## src/rtl/alu8_pkg.sv

```systemverilog
package alu8_pkg;
  localparam int DW = 8;
  localparam int WW = 2 * DW;
  localparam int FW = 8;
  localparam int HB = DW / 2 - 1;
  localparam int IMM_W = 6;

  localparam int F_C = 0;
  localparam int F_Z = 1;
  localparam int F_N = 2;
  localparam int F_V = 3;
  localparam int F_S = 4;
  localparam int F_H = 5;
  localparam int F_T = 6;
  localparam int F_I = 7;

  typedef enum logic [3:0] {
    OP_ADD  = 4'd0,
    OP_ADC  = 4'd1,
    OP_SUB  = 4'd2,
    OP_SBC  = 4'd3,
    OP_AND  = 4'd4,
    OP_OR   = 4'd5,
    OP_EOR  = 4'd6,
    OP_COM  = 4'd7,
    OP_NEG  = 4'd8,
    OP_INC  = 4'd9,
    OP_DEC  = 4'd10,
    OP_SWAP = 4'd11,
    OP_ASR  = 4'd12,
    OP_LSR  = 4'd13,
    OP_ROR  = 4'd14,
    OP_WORD = 4'd15
  } alu_op_e;

  typedef struct packed {
    logic [WW-1:0] res;
    logic [FW-1:0] flags;
  } alu_out_t;
endpackage

```

## src/rtl/alu8_addsub.sv

```systemverilog
module alu8_addsub
  import alu8_pkg::*;
#(
  parameter int W = DW
) (
  input  logic [W-1:0]  a_i,
  input  logic [W-1:0]  b_i,
  input  logic          sub_i,
  input  logic          chain_i,
  input  logic [FW-1:0] fl_i,
  output logic [W-1:0]  res_o,
  output logic [FW-1:0] fl_o
);
  localparam int HI = W / 2 - 1;

  logic [W-1:0] cin_w, r, cvec, ovec;
  logic         zero_r;

  always_comb begin
    cin_w = '0;
    cin_w[0] = chain_i & fl_i[F_C];
    if (sub_i) begin
      r    = a_i - b_i - cin_w;
      cvec = (~a_i & b_i) | (b_i & r) | (r & ~a_i);
      ovec = (a_i & ~b_i & ~r) | (~a_i & b_i & r);
    end else begin
      r    = a_i + b_i + cin_w;
      cvec = (a_i & b_i) | (b_i & ~r) | (~r & a_i);
      ovec = (a_i & b_i & ~r) | (~a_i & ~b_i & r);
    end
    zero_r = (r == '0);
    fl_o = fl_i;
    fl_o[F_H] = cvec[HI];
    fl_o[F_C] = cvec[W-1];
    fl_o[F_V] = ovec[W-1];
    fl_o[F_N] = r[W-1];
    // sticky zero for carry-chained subtract
    fl_o[F_Z] = (sub_i && chain_i) ? (fl_i[F_Z] & zero_r) : zero_r;
    fl_o[F_S] = fl_o[F_N] ^ fl_o[F_V];
    res_o = r;
  end
endmodule

```

## src/rtl/alu8_unary.sv

```systemverilog
module alu8_unary
  import alu8_pkg::*;
#(
  parameter int W = DW
) (
  input  alu_op_e       op_i,
  input  logic [W-1:0]  a_i,
  input  logic [W-1:0]  b_i,
  input  logic [FW-1:0] fl_i,
  output logic [W-1:0]  res_o,
  output logic [FW-1:0] fl_o
);
  localparam int HI = W / 2 - 1;
  localparam int HALF = W / 2;
  localparam logic [W-1:0] ONE = W'(1);
  localparam logic [W-1:0] MIN_NEG = {1'b1, {(W-1){1'b0}}};
  localparam logic [W-1:0] MAX_POS = {1'b0, {(W-1){1'b1}}};

  logic [W-1:0] r;
  logic         upd_zns;
  logic         shift_op;

  always_comb begin
    r        = a_i;
    fl_o     = fl_i;
    upd_zns  = 1'b1;
    shift_op = 1'b0;
    unique case (op_i)
      OP_AND: begin r = a_i & b_i; fl_o[F_V] = 1'b0; end
      OP_OR:  begin r = a_i | b_i; fl_o[F_V] = 1'b0; end
      OP_EOR: begin r = a_i ^ b_i; fl_o[F_V] = 1'b0; end
      OP_COM: begin
        r = ~a_i;
        fl_o[F_V] = 1'b0;
        fl_o[F_C] = 1'b1;
      end
      OP_NEG: begin
        r = '0 - a_i;
        fl_o[F_C] = (r != '0);
        fl_o[F_V] = (r == MIN_NEG);
        fl_o[F_H] = r[HI] | a_i[HI];
      end
      OP_INC: begin
        r = a_i + ONE;
        fl_o[F_V] = (r == MIN_NEG);
      end
      OP_DEC: begin
        r = a_i - ONE;
        fl_o[F_V] = (r == MAX_POS);
      end
      OP_SWAP: begin
        r = {a_i[HALF-1:0], a_i[W-1:HALF]};
        upd_zns = 1'b0;
      end
      OP_ASR: begin r = {a_i[W-1], a_i[W-1:1]};  shift_op = 1'b1; end
      OP_LSR: begin r = {1'b0, a_i[W-1:1]};      shift_op = 1'b1; end
      OP_ROR: begin r = {fl_i[F_C], a_i[W-1:1]}; shift_op = 1'b1; end
      default: begin r = a_i; upd_zns = 1'b0; end
    endcase
    if (upd_zns) begin
      fl_o[F_Z] = (r == '0);
      fl_o[F_N] = r[W-1];
      if (shift_op) begin
        fl_o[F_C] = a_i[0];
        fl_o[F_V] = fl_o[F_N] ^ fl_o[F_C];
      end
      fl_o[F_S] = fl_o[F_N] ^ fl_o[F_V];
    end
    res_o = r;
  end
endmodule

```

## src/rtl/alu8_word.sv

```systemverilog
module alu8_word
  import alu8_pkg::*;
#(
  parameter int W  = WW,
  parameter int KW = IMM_W
) (
  input  logic [W-1:0]  old_i,
  input  logic [KW-1:0] k_i,
  input  logic          sub_i,
  input  logic [FW-1:0] fl_i,
  output logic [W-1:0]  res_o,
  output logic [FW-1:0] fl_o
);
  logic [W-1:0] kx, r;

  always_comb begin
    kx = W'(k_i);
    fl_o = fl_i;
    if (sub_i) begin
      r = old_i - kx;
      fl_o[F_V] = old_i[W-1] & ~r[W-1];
      fl_o[F_C] = r[W-1] & ~old_i[W-1];
    end else begin
      r = old_i + kx;
      fl_o[F_V] = ~old_i[W-1] & r[W-1];
      fl_o[F_C] = ~r[W-1] & old_i[W-1];
    end
    fl_o[F_Z] = (r == '0);
    fl_o[F_N] = r[W-1];
    fl_o[F_S] = fl_o[F_N] ^ fl_o[F_V];
    res_o = r;
  end
endmodule

```

## src/rtl/alu8_core.sv

```systemverilog
module alu8_core
  import alu8_pkg::*;
(
  input  logic          clk_i,
  input  logic          rst_ni,
  input  logic          in_valid_i,
  output logic          in_ready_o,
  input  logic [3:0]    op_i,
  input  logic [DW-1:0] dst_i,
  input  logic [DW-1:0] src_i,
  input  logic [DW-1:0] hi_i,
  input  logic [FW-1:0] flags_i,
  output logic          out_valid_o,
  input  logic          out_ready_i,
  output logic [WW-1:0] res_o,
  output logic [FW-1:0] flags_o
);
  alu_op_e       op;
  logic [DW-1:0] as_res, un_res;
  logic [FW-1:0] as_fl, un_fl, wd_fl;
  logic [WW-1:0] wd_res;
  alu_out_t      nxt, held;
  logic          out_v;
  logic          take;

  assign op = alu_op_e'(op_i);

  alu8_addsub #(.W(DW)) u_addsub (
    .a_i    (dst_i),
    .b_i    (src_i),
    .sub_i  (op == OP_SUB || op == OP_SBC),
    .chain_i(op == OP_ADC || op == OP_SBC),
    .fl_i   (flags_i),
    .res_o  (as_res),
    .fl_o   (as_fl)
  );

  alu8_unary #(.W(DW)) u_unary (
    .op_i (op),
    .a_i  (dst_i),
    .b_i  (src_i),
    .fl_i (flags_i),
    .res_o(un_res),
    .fl_o (un_fl)
  );

  alu8_word #(.W(WW), .KW(IMM_W)) u_word (
    .old_i(
      {hi_i, dst_i}),
    .k_i  (src_i[IMM_W-1:0]),
    .sub_i(src_i[IMM_W]),
    .fl_i (flags_i),
    .res_o(wd_res),
    .fl_o (wd_fl)
  );

  always_comb begin
    if (op == OP_WORD) begin
      nxt.res   = wd_res;
      nxt.flags = wd_fl;
    end else if (op_i <= 4'(OP_SBC)) begin
      nxt.res   = WW'(as_res);
      nxt.flags = as_fl;
    end else begin
      nxt.res   = WW'(un_res);
      nxt.flags = un_fl;
    end
  end

  assign in_ready_o = !out_v || out_ready_i;
  assign take       = in_valid_i && in_ready_o;

  always_ff @(posedge clk_i) begin
    if (!rst_ni) begin
      out_v <= 1'b0;
      held  <= '0;
    end else if (take) begin
      out_v <= 1'b1;
      held  <= nxt;
    end else if (out_ready_i) begin
      out_v <= 1'b0;
    end
  end

  assign out_valid_o = out_v;
  assign res_o       = held.res;
  assign flags_o     = held.flags;


  hold_under_stall_chk: assert property (@(posedge clk_i) disable iff (!rst_ni)
    out_valid_o && !out_ready_i |=> out_valid_o && $stable(res_o) && $stable(flags_o));

  ready_when_empty_chk: assert property (@(posedge clk_i) disable iff (!rst_ni)
    !out_valid_o |-> in_ready_o);

  ti_passthru_chk: assert property (@(posedge clk_i) disable iff (!rst_ni)
    in_valid_i && in_ready_o |=> flags_o[F_I:F_T] == $past(flags_i[F_I:F_T]));

  sign_rule_chk: assert property (@(posedge clk_i) disable iff (!rst_ni)
    in_valid_i && in_ready_o && op_i != 4'(OP_SWAP) |=> flags_o[F_S] == (flags_o[F_N] ^ flags_o[F_V]));

  sticky_zero_chk: assert property (@(posedge clk_i) disable iff (!rst_ni)
    in_valid_i && in_ready_o && op_i == 4'(OP_SBC) && !flags_i[F_Z] |=> !flags_o[F_Z]);
endmodule

```

## config.mk

```make
export PLATFORM = sky130hd
export DESIGN_NAME = alu8_core
export DESIGN_NICKNAME = d
export VERILOG_FILES = /design/src/rtl/alu8_pkg.sv /design/src/rtl/alu8_addsub.sv /design/src/rtl/alu8_unary.sv /design/src/rtl/alu8_word.sv /design/src/rtl/alu8_core.sv
export SDC_FILE = /design/constraint.sdc
export NUM_CORES = 1
export LEC_CHECK = 0
export BUFFER_PORTS_ARGS = -buffer_cell sky130_fd_sc_hd__clkbuf_2
export CAP_MARGIN = 25
export CORE_MARGIN = 2
export CORE_UTILIZATION = 25
export CTS_BUF_LIST = sky130_fd_sc_hd__clkbuf_8
export DETAILED_ROUTE_END_ITERATION = 6
export PLACE_DENSITY = 0.45
export SYNTH_ARGS = -nofsm -noshare
export SYNTH_HDL_FRONTEND = slang
export SYNTH_HIERARCHICAL = 1
export SYNTH_SLANG_ARGS = --single-unit
```

## constraint.sdc

```tcl
create_clock -name clk_i -period 4.7 [get_ports clk_i]
set_input_delay 1.41 -clock clk_i [delete_from_list [all_inputs] [get_ports clk_i]]
set_output_delay 1.41 -clock clk_i [all_outputs]
set_load 0.05 [all_outputs]
```

Word-level counts from Yosys, hierarchy flattened
Cells that the tools add are included.

operators by class
  reduce and logical (&&, ||, !) cells = 14
  $lt $le $gt $ge = 1
  add/subtract/negate cells = 9
  multiplexer cells = 21
  equal/unequal tests = 18
  bitwise logic cells = 38

operators with widths
  cell                                                                    count
  8-bit AND                                                               12
  8-bit case mux with 11 select lines                                     1
  8-bit OR                                                                7
  4-bit equality test (second input constant)                             8
  16-bit 2-to-1 mux                                                       2
  8-bit NOT                                                               4
  24-bit 2-to-1 mux                                                       1
  8-bit 2-to-1 mux                                                        3
  16-bit by 6-bit adder with 16-bit output                                1
  4-bit by 3-bit equality test with 1-bit output (second input constant)  4
  8-bit equality test (second input constant)                             2
  16-bit zero test                                                        1
  8-bit zero test                                                         2
  16-bit by 6-bit subtractor with 16-bit output                           1
  1-bit 2-to-1 mux                                                        11
  10-bit OR reduction                                                     1
  8-bit by 1-bit adder with 8-bit output                                  1
  8-bit by 1-bit adder with 8-bit output (second input constant)          1
  8-bit adder                                                             1
  4-bit by 2-bit equality test with 1-bit output (second input constant)  2
  8-bit by 7-bit equality test with 1-bit output (second input constant)  1
  8-bit nonzero test                                                      1
  1-bit by 8-bit subtractor with 8-bit output (first input constant)      1
  8-bit by 1-bit subtractor with 8-bit output                             1
  other kinds (18)                                                        31

storage, ports and cells
  output and inout bits = 26
  register bits = 25

Logic depth before layout (Yosys ltp)
  depth after elaboration = 11
  gate-level depth with buffers = 18

Hierarchy
The synthesis kept the hierarchy.

by module, submodules not included
  module       times used  cells an instance  area an instance (µm²)
  alu8_unary   1           271                1856.8
  alu8_core    1           157                1343.8
  alu8_word    1           143                1078.5
  alu8_addsub  1           134                1073.5

Worst setup path after synthesis
No wires, ideal clock.

  path kind = in2reg
  start point = in dst_i[0]
  end point = reg held (netlist bit flags_o[1])
  data arrival time = 4457 ps
  path buffers = 2
  setup slack = 151 ps
  library setup time = 92 ps
  data required time = 4608 ps
  cell stages on the path = 13
  path through = clkbuf_1 -> clkbuf_1 -> inv_1 -> ha_1 -> xnor2_1 -> xnor2_1 -> a221o_1 -> or4_1 -> or4_1 -> o41ai_2 -> o21a_1 -> a211oi_1 -> o32ai_1

on the way
  elaborated cells on any way between the ends = 24
  classes of those cells = add/sub (9); mux (7); bitwise (5); reduce/logical (3)

RTL lines
  element                                                              line              RTL
  start, declared                                                      alu8_core.sv:9    input logic [DW-1:0] dst_i,
  8-bit by 1-bit subtractor with 8-bit output (tied with other cells)  alu8_unary.sv:48  r = a_i - ONE;
  8-bit case mux with 11 select lines *                                alu8_unary.sv:28  unique case (op_i)
  8-bit zero test *                                                    alu8_unary.sv:61  fl_o[F_Z] = (r == '0);
  5-bit 2-to-1 mux *                                                   alu8_unary.sv:60  if (upd_zns) begin
  net un_fl[1]                                                         alu8_core.sv:20   logic [FW-1:0] as_fl, un_fl, wd_fl;
  16-bit 2-to-1 mux *                                                  alu8_core.sv:61   end else if (op_i <= 4'(OP_SBC)) begin
  24-bit 2-to-1 mux *                                                  alu8_core.sv:58   if (op == OP_WORD) begin
  end signal, assigned                                                 alu8_core.sv:79   held <= nxt;
  end, declared                                                        alu8_core.sv:22   alu_out_t nxt, held;

Mark *: on every way through the listed nets, which the timed path passes. The rest lies on a longest branch.
A chain may end at the register's enable or synchronous reset.

Worst setup path after layout
  start point = in hi_i[1]
  end point = reg held (netlist bit flags_o[1])

on the way
  word-level cells in the longest chain between the ends = 4
  elaborated cells on any way between the ends = 5
  classes of those cells = add/sub (2); mux (2); reduce/logical (1)

ends and longest elaborated chain
  element                                                                                                    line                              RTL
  start, declared                                                                                            alu8_core.sv:11                   input logic [DW-1:0] hi_i,
  16-bit by 6-bit adder with 16-bit output or 16-bit by 6-bit subtractor with 16-bit output (tied branches)  alu8_word.sv:24, alu8_word.sv:20
  16-bit 2-to-1 mux *                                                                                        alu8_word.sv:19                   if (sub_i) begin
  net wd_fl[2]                                                                                               alu8_core.sv:20
  16-bit zero test *                                                                                         alu8_word.sv:28                   fl_o[F_Z] = (r == '0);
  net wd_fl[1]                                                                                               alu8_core.sv:20
  24-bit 2-to-1 mux *                                                                                        alu8_core.sv:58

Marked as above.

==> results.txt <==
----------------------------------------------------
[Outcome]
  Result of the run ... completed

[Timing]
  Worst setup slack after layout ... 0.233 ns
  Total of endpoints with negative setup slack in the final report ... 0
  Peak clock frequency supported by timing ... 224 MHz
  RSZ-0062 raised after global routing ... no
  Largest clock skew in the final design ... 0.00552 ns
  Actual transition at the worst max-transition pin ... 0.854 ns
  Setup TNS ... 0 ns
  Post-route fraction of the period consumed by the critical path ... 0.950
  Final slew viol count ... 0
  Worst max-slew margin expressed relative to the limit ... 0.422
  Shortest period the worst path allows ... 4.47 ns
  WHS ... 0.478 ns
  Final count of hold timing violations ... 0

[Die]
  Rows ... 53
  Number of placed I/O pins ... 66
  Height of the die ... 150 microns
  Die extent in x ... 150 microns
  Std-Cell Core Area ... 21000 sq um
  Total Die Area ... 22600 sq um
  Initial Utilization ... 0.255

[Worst setup path]
  Startpoint Class ... input port
  Dominant cell type by count on the critical path ... sky130_fd_sc_hd__nor4_2
  Number of buffer and inverter stages on the critical path ... 2
  Internal reg-to-reg setup slack ... 2.98 ns
  Slowest library cell on the worst path ... sky130_fd_sc_hd__or4_1
  WS Path Type ... in -> reg
  RR Endpoint ... flags_o[7]
  R2R Path Start ... out_valid_o
  Critical Path RT ... 4.88 ns
  Max stage delay on crit path ... 0.59 ns
  CP endpoint kind ... register
  Maximum fanout along the worst path ... 3
  Chain of cells forming the critical path ... clkbuf_2 > or4_1 > nor4_2 > inv_1 > or4_1 > a21oi_1 > ha_1 > mux2i_1 > or3_1 > nor4_2 > or4b_1 > nor4_2 > nor2_1 > o32ai_1
  Register-to-Register Path Depth ... 4
  Crit path arrival time ... 4.65 ns
  CP top delay family ... simple AND/OR/NAND/NOR gates
  Cell depth of the worst setup path ... 14

[Final layout]
  Antenna cell count ... 0
  Fillers ... 2303
  Total Nets Final ... 882
  Layout overhead on the synthesized area ... 16.7%
  Share of layout cells above drive strength 1 ... 0.207

[Pwr]
  Static Leakage ... 2.68 nW
  Total power divided by cell area ... 164 nW/um^2
  Peak supply drop ... 0.0830 mV
  Overall power after layout ... 1.03 mW

[Clock tree]
  Clk slew on worst S/H paths ... 0.09 ns
  CTS H-Tree Depth ... 1
  TritonCTS clock tree ... yes
  Root buffer selected by CTS ... sky130_fd_sc_hd__clkbuf_8
  Clock sink total ... 25
  Total clock buffers created by CTS ... 3
  Clock latency on the worst-skew pair ... 0.27 ns
  CTS max path bufs ... 2
  Buffer count from post-CTS setup fixing ... 0

[Hold path]
  Endpoint with the worst hold slack ... flags_o[6]
  Type of the tightest min-delay check ... reg -> reg
  Worst hold start ... flags_o[6]
  Min-Delay Path Depth ... 2

[Synthesis]
  Share of the synthesized area in the top cell type ... 0.140
  Most numerous cell in the Yosys netlist ... sky130_fd_sc_hd__inv_1
  Mapped cell area ... 5350 sq um
  Share of synthesized registers carrying an async set or reset ... 0
  Distinct cells, synth ... 86
  Synth Register Bits ... 25
  Synthesized Nets ... 813
  Largest area contributor in the synthesized netlist ... sky130_fd_sc_hd__ha_1
  Instance count of the mapped netlist ... 705
  Cell types with the largest area share after synthesis ... sky130_fd_sc_hd__ha_1 (14%), sky130_fd_sc_hd__dfxtp_1 (9.4%), sky130_fd_sc_hd__inv_1 (4.3%)
  Main synth FF type ... sky130_fd_sc_hd__dfxtp_1
  Synthesis warning total ... 6
  Sequential share of the synthesized area ... 0.0935
  Mean post-synth cell area ... 7.59 sq um
  Commonest cells in the netlist ... sky130_fd_sc_hd__inv_1 (61), sky130_fd_sc_hd__ha_1 (60), sky130_fd_sc_hd__nor2_1 (50)
  EDFF count, synth ... 0

[Routing]
  Drt drc ... 0
  Count of nets left with antenna violations after detail routing ... 0
  Detailed-route vias per instance ... 5.28
  Detailed-route via count ... 5532
  Count of routing violations after the opening detailed-route iteration ... 474
  Total length of routed wires ... 18400 microns
  Wire length per cell ... 17.6 microns
  Iteration count of the initial detailed-routing pass ... 5

[Placement]
  Final Wtd Congestion ... 0.862
  Port Buf Inserts ... 65
  Detailed Place HPWL ... 14600 microns
  Post-placement worst setup slack ... -0.0824 ns

[Global routing]
  First-pass GRT wire length ... 28900 microns
  Tot GR Track Use ... 0.160
  Maximum number of pins on one net before global-route repair ... 47
  Initial antenna violation count ... 0
  Congestion Overflow GR ... 0
  Number of global-route vias before repair ... 5128

[Flow run]
  Max cap viols ... 0

----------------------------------------------------
[metrics by stage]
stage / instance area [sq um] / util / instances
floorplan: 5350 / - / 705
global placement: 6160 / 0.293 / 1043
detailed placement: 6170 / 0.293 / 1044
CTS: 6220 / 0.296 / 1048
global route: 6250 / 0.297 / 1048
finish: 6250 / 0.297 / 1048
[power by group]
part / total [mW] / internal, mW / switching (mW) / leakage (nW)
logic: 0.661 / 0.262 / 0.399 / 2.45
registers: 0.233 / 0.225 / 0.00830 / 0.204
clock network: 0.132 / 0.0601 / 0.0723 / 0.0217
[how the worst max path moves through the flow]
stage,start,endpoint,slack (ns)
6_report,hi_i[1],flags_o[1],0.23
5_1_grt,hi_i[1],flags_o[1],0.03
2_1_floorplan,dst_i[0],flags_o[1],0.15
4_1_cts,hi_i[1],flags_o[1],0.20
3_5_place_dp,hi_i[1],flags_o[1],-0.08
3_3_place_gp,op_i[3],res_o[7],-0.07
[sequential cells by signal, summed over array words and instances (netlist names)]
register,count
flags_o,8
out_valid_o,1
res_o,16
[layer usage]
layer  track usage  vias up  part of all wire
met5             0        -                 0
met4       0.00943        0            0.0021
met3       0.00848        8             0.038
met2         0.257      149              0.45
met1         0.246     2644              0.51
li1              -     2731                 -
[final cells by class]
type	instances	area [sq um]	area share
sequential	25	500	0.0801
clock inverter	1	7.51	0.00120
tap	275	344	0.0551
clock buffer	3	41.3	0.00661
multi-input combinational	556	4300	0.688
inverter	62	233	0.0373
timing repair buffer	126	825	0.132
[cells in the final DEF (no fill, tap or decap), types with 5 or more instances in the layout]
master | Yosys | layout
sky130_fd_sc_hd__buf_4 | 11 | 57
sky130_fd_sc_hd__a21boi_0 | 11 | 11
sky130_fd_sc_hd__or3_1 | 8 | 8
sky130_fd_sc_hd__fa_1 | 8 | 8
sky130_fd_sc_hd__o32ai_1 | 21 | 21
sky130_fd_sc_hd__o31ai_1 | 5 | 5
sky130_fd_sc_hd__and2_1 | 8 | 8
sky130_fd_sc_hd__xnor2_1 | 22 | 22
sky130_fd_sc_hd__nor3_1 | 13 | 13
sky130_fd_sc_hd__mux2_2 | 7 | 7
sky130_fd_sc_hd__a21oi_1 | 24 | 24
sky130_fd_sc_hd__o211ai_1 | 5 | 5
sky130_fd_sc_hd__or4_1 | 8 | 8
sky130_fd_sc_hd__a31oi_1 | 9 | 9
sky130_fd_sc_hd__dfxtp_1 | 25 | 25
sky130_fd_sc_hd__ha_1 | 60 | 60
sky130_fd_sc_hd__inv_1 | 61 | 61
sky130_fd_sc_hd__a21o_1 | 6 | 6
sky130_fd_sc_hd__o21ai_0 | 28 | 28
sky130_fd_sc_hd__nor2b_1 | 14 | 14
sky130_fd_sc_hd__nand2b_1 | 10 | 10
sky130_fd_sc_hd__nand3_1 | 13 | 13
sky130_fd_sc_hd__nand4_1 | 13 | 13
sky130_fd_sc_hd__a211oi_1 | 22 | 22
sky130_fd_sc_hd__clkbuf_2 | 0 | 65
sky130_fd_sc_hd__o21bai_1 | 7 | 7
sky130_fd_sc_hd__nand2_1 | 40 | 40
sky130_fd_sc_hd__mux2i_1 | 14 | 14
sky130_fd_sc_hd__o21a_1 | 19 | 19
sky130_fd_sc_hd__nand3b_1 | 5 | 5
sky130_fd_sc_hd__xor2_1 | 10 | 10
sky130_fd_sc_hd__nor2_1 | 50 | 50
sky130_fd_sc_hd__nor4b_1 | 5 | 5
[repair_timing]
action,4_1_cts,5_1_grt
resized for setup,0,5
endpoints found under the setup margin,0,3
hold buffers,0,0
[kinds of logic (layout without fill, tap and decap cells)]
kind of cell	count (synthesis)	in the layout	synth area share
muxes	21	21	0.0409
adders and majority gates	68	68	0.170
DFF	25	25	0.0935
buffers and inverters	124	192	0.110
AOI/OAI and AO/OA	214	214	0.302
xor gates and xnor gates	33	33	0.0554
and+or+nand+nor	220	220	0.229
[worst reg2reg max path: cells and delay by family, from the launching register on]
kind	cells	cell delay [ns]
buf+inv	1	0.23
simple gates	2	0.88
compound gates	1	0.16
flops	1	0.33
Power figures use the tool's default switching activity.
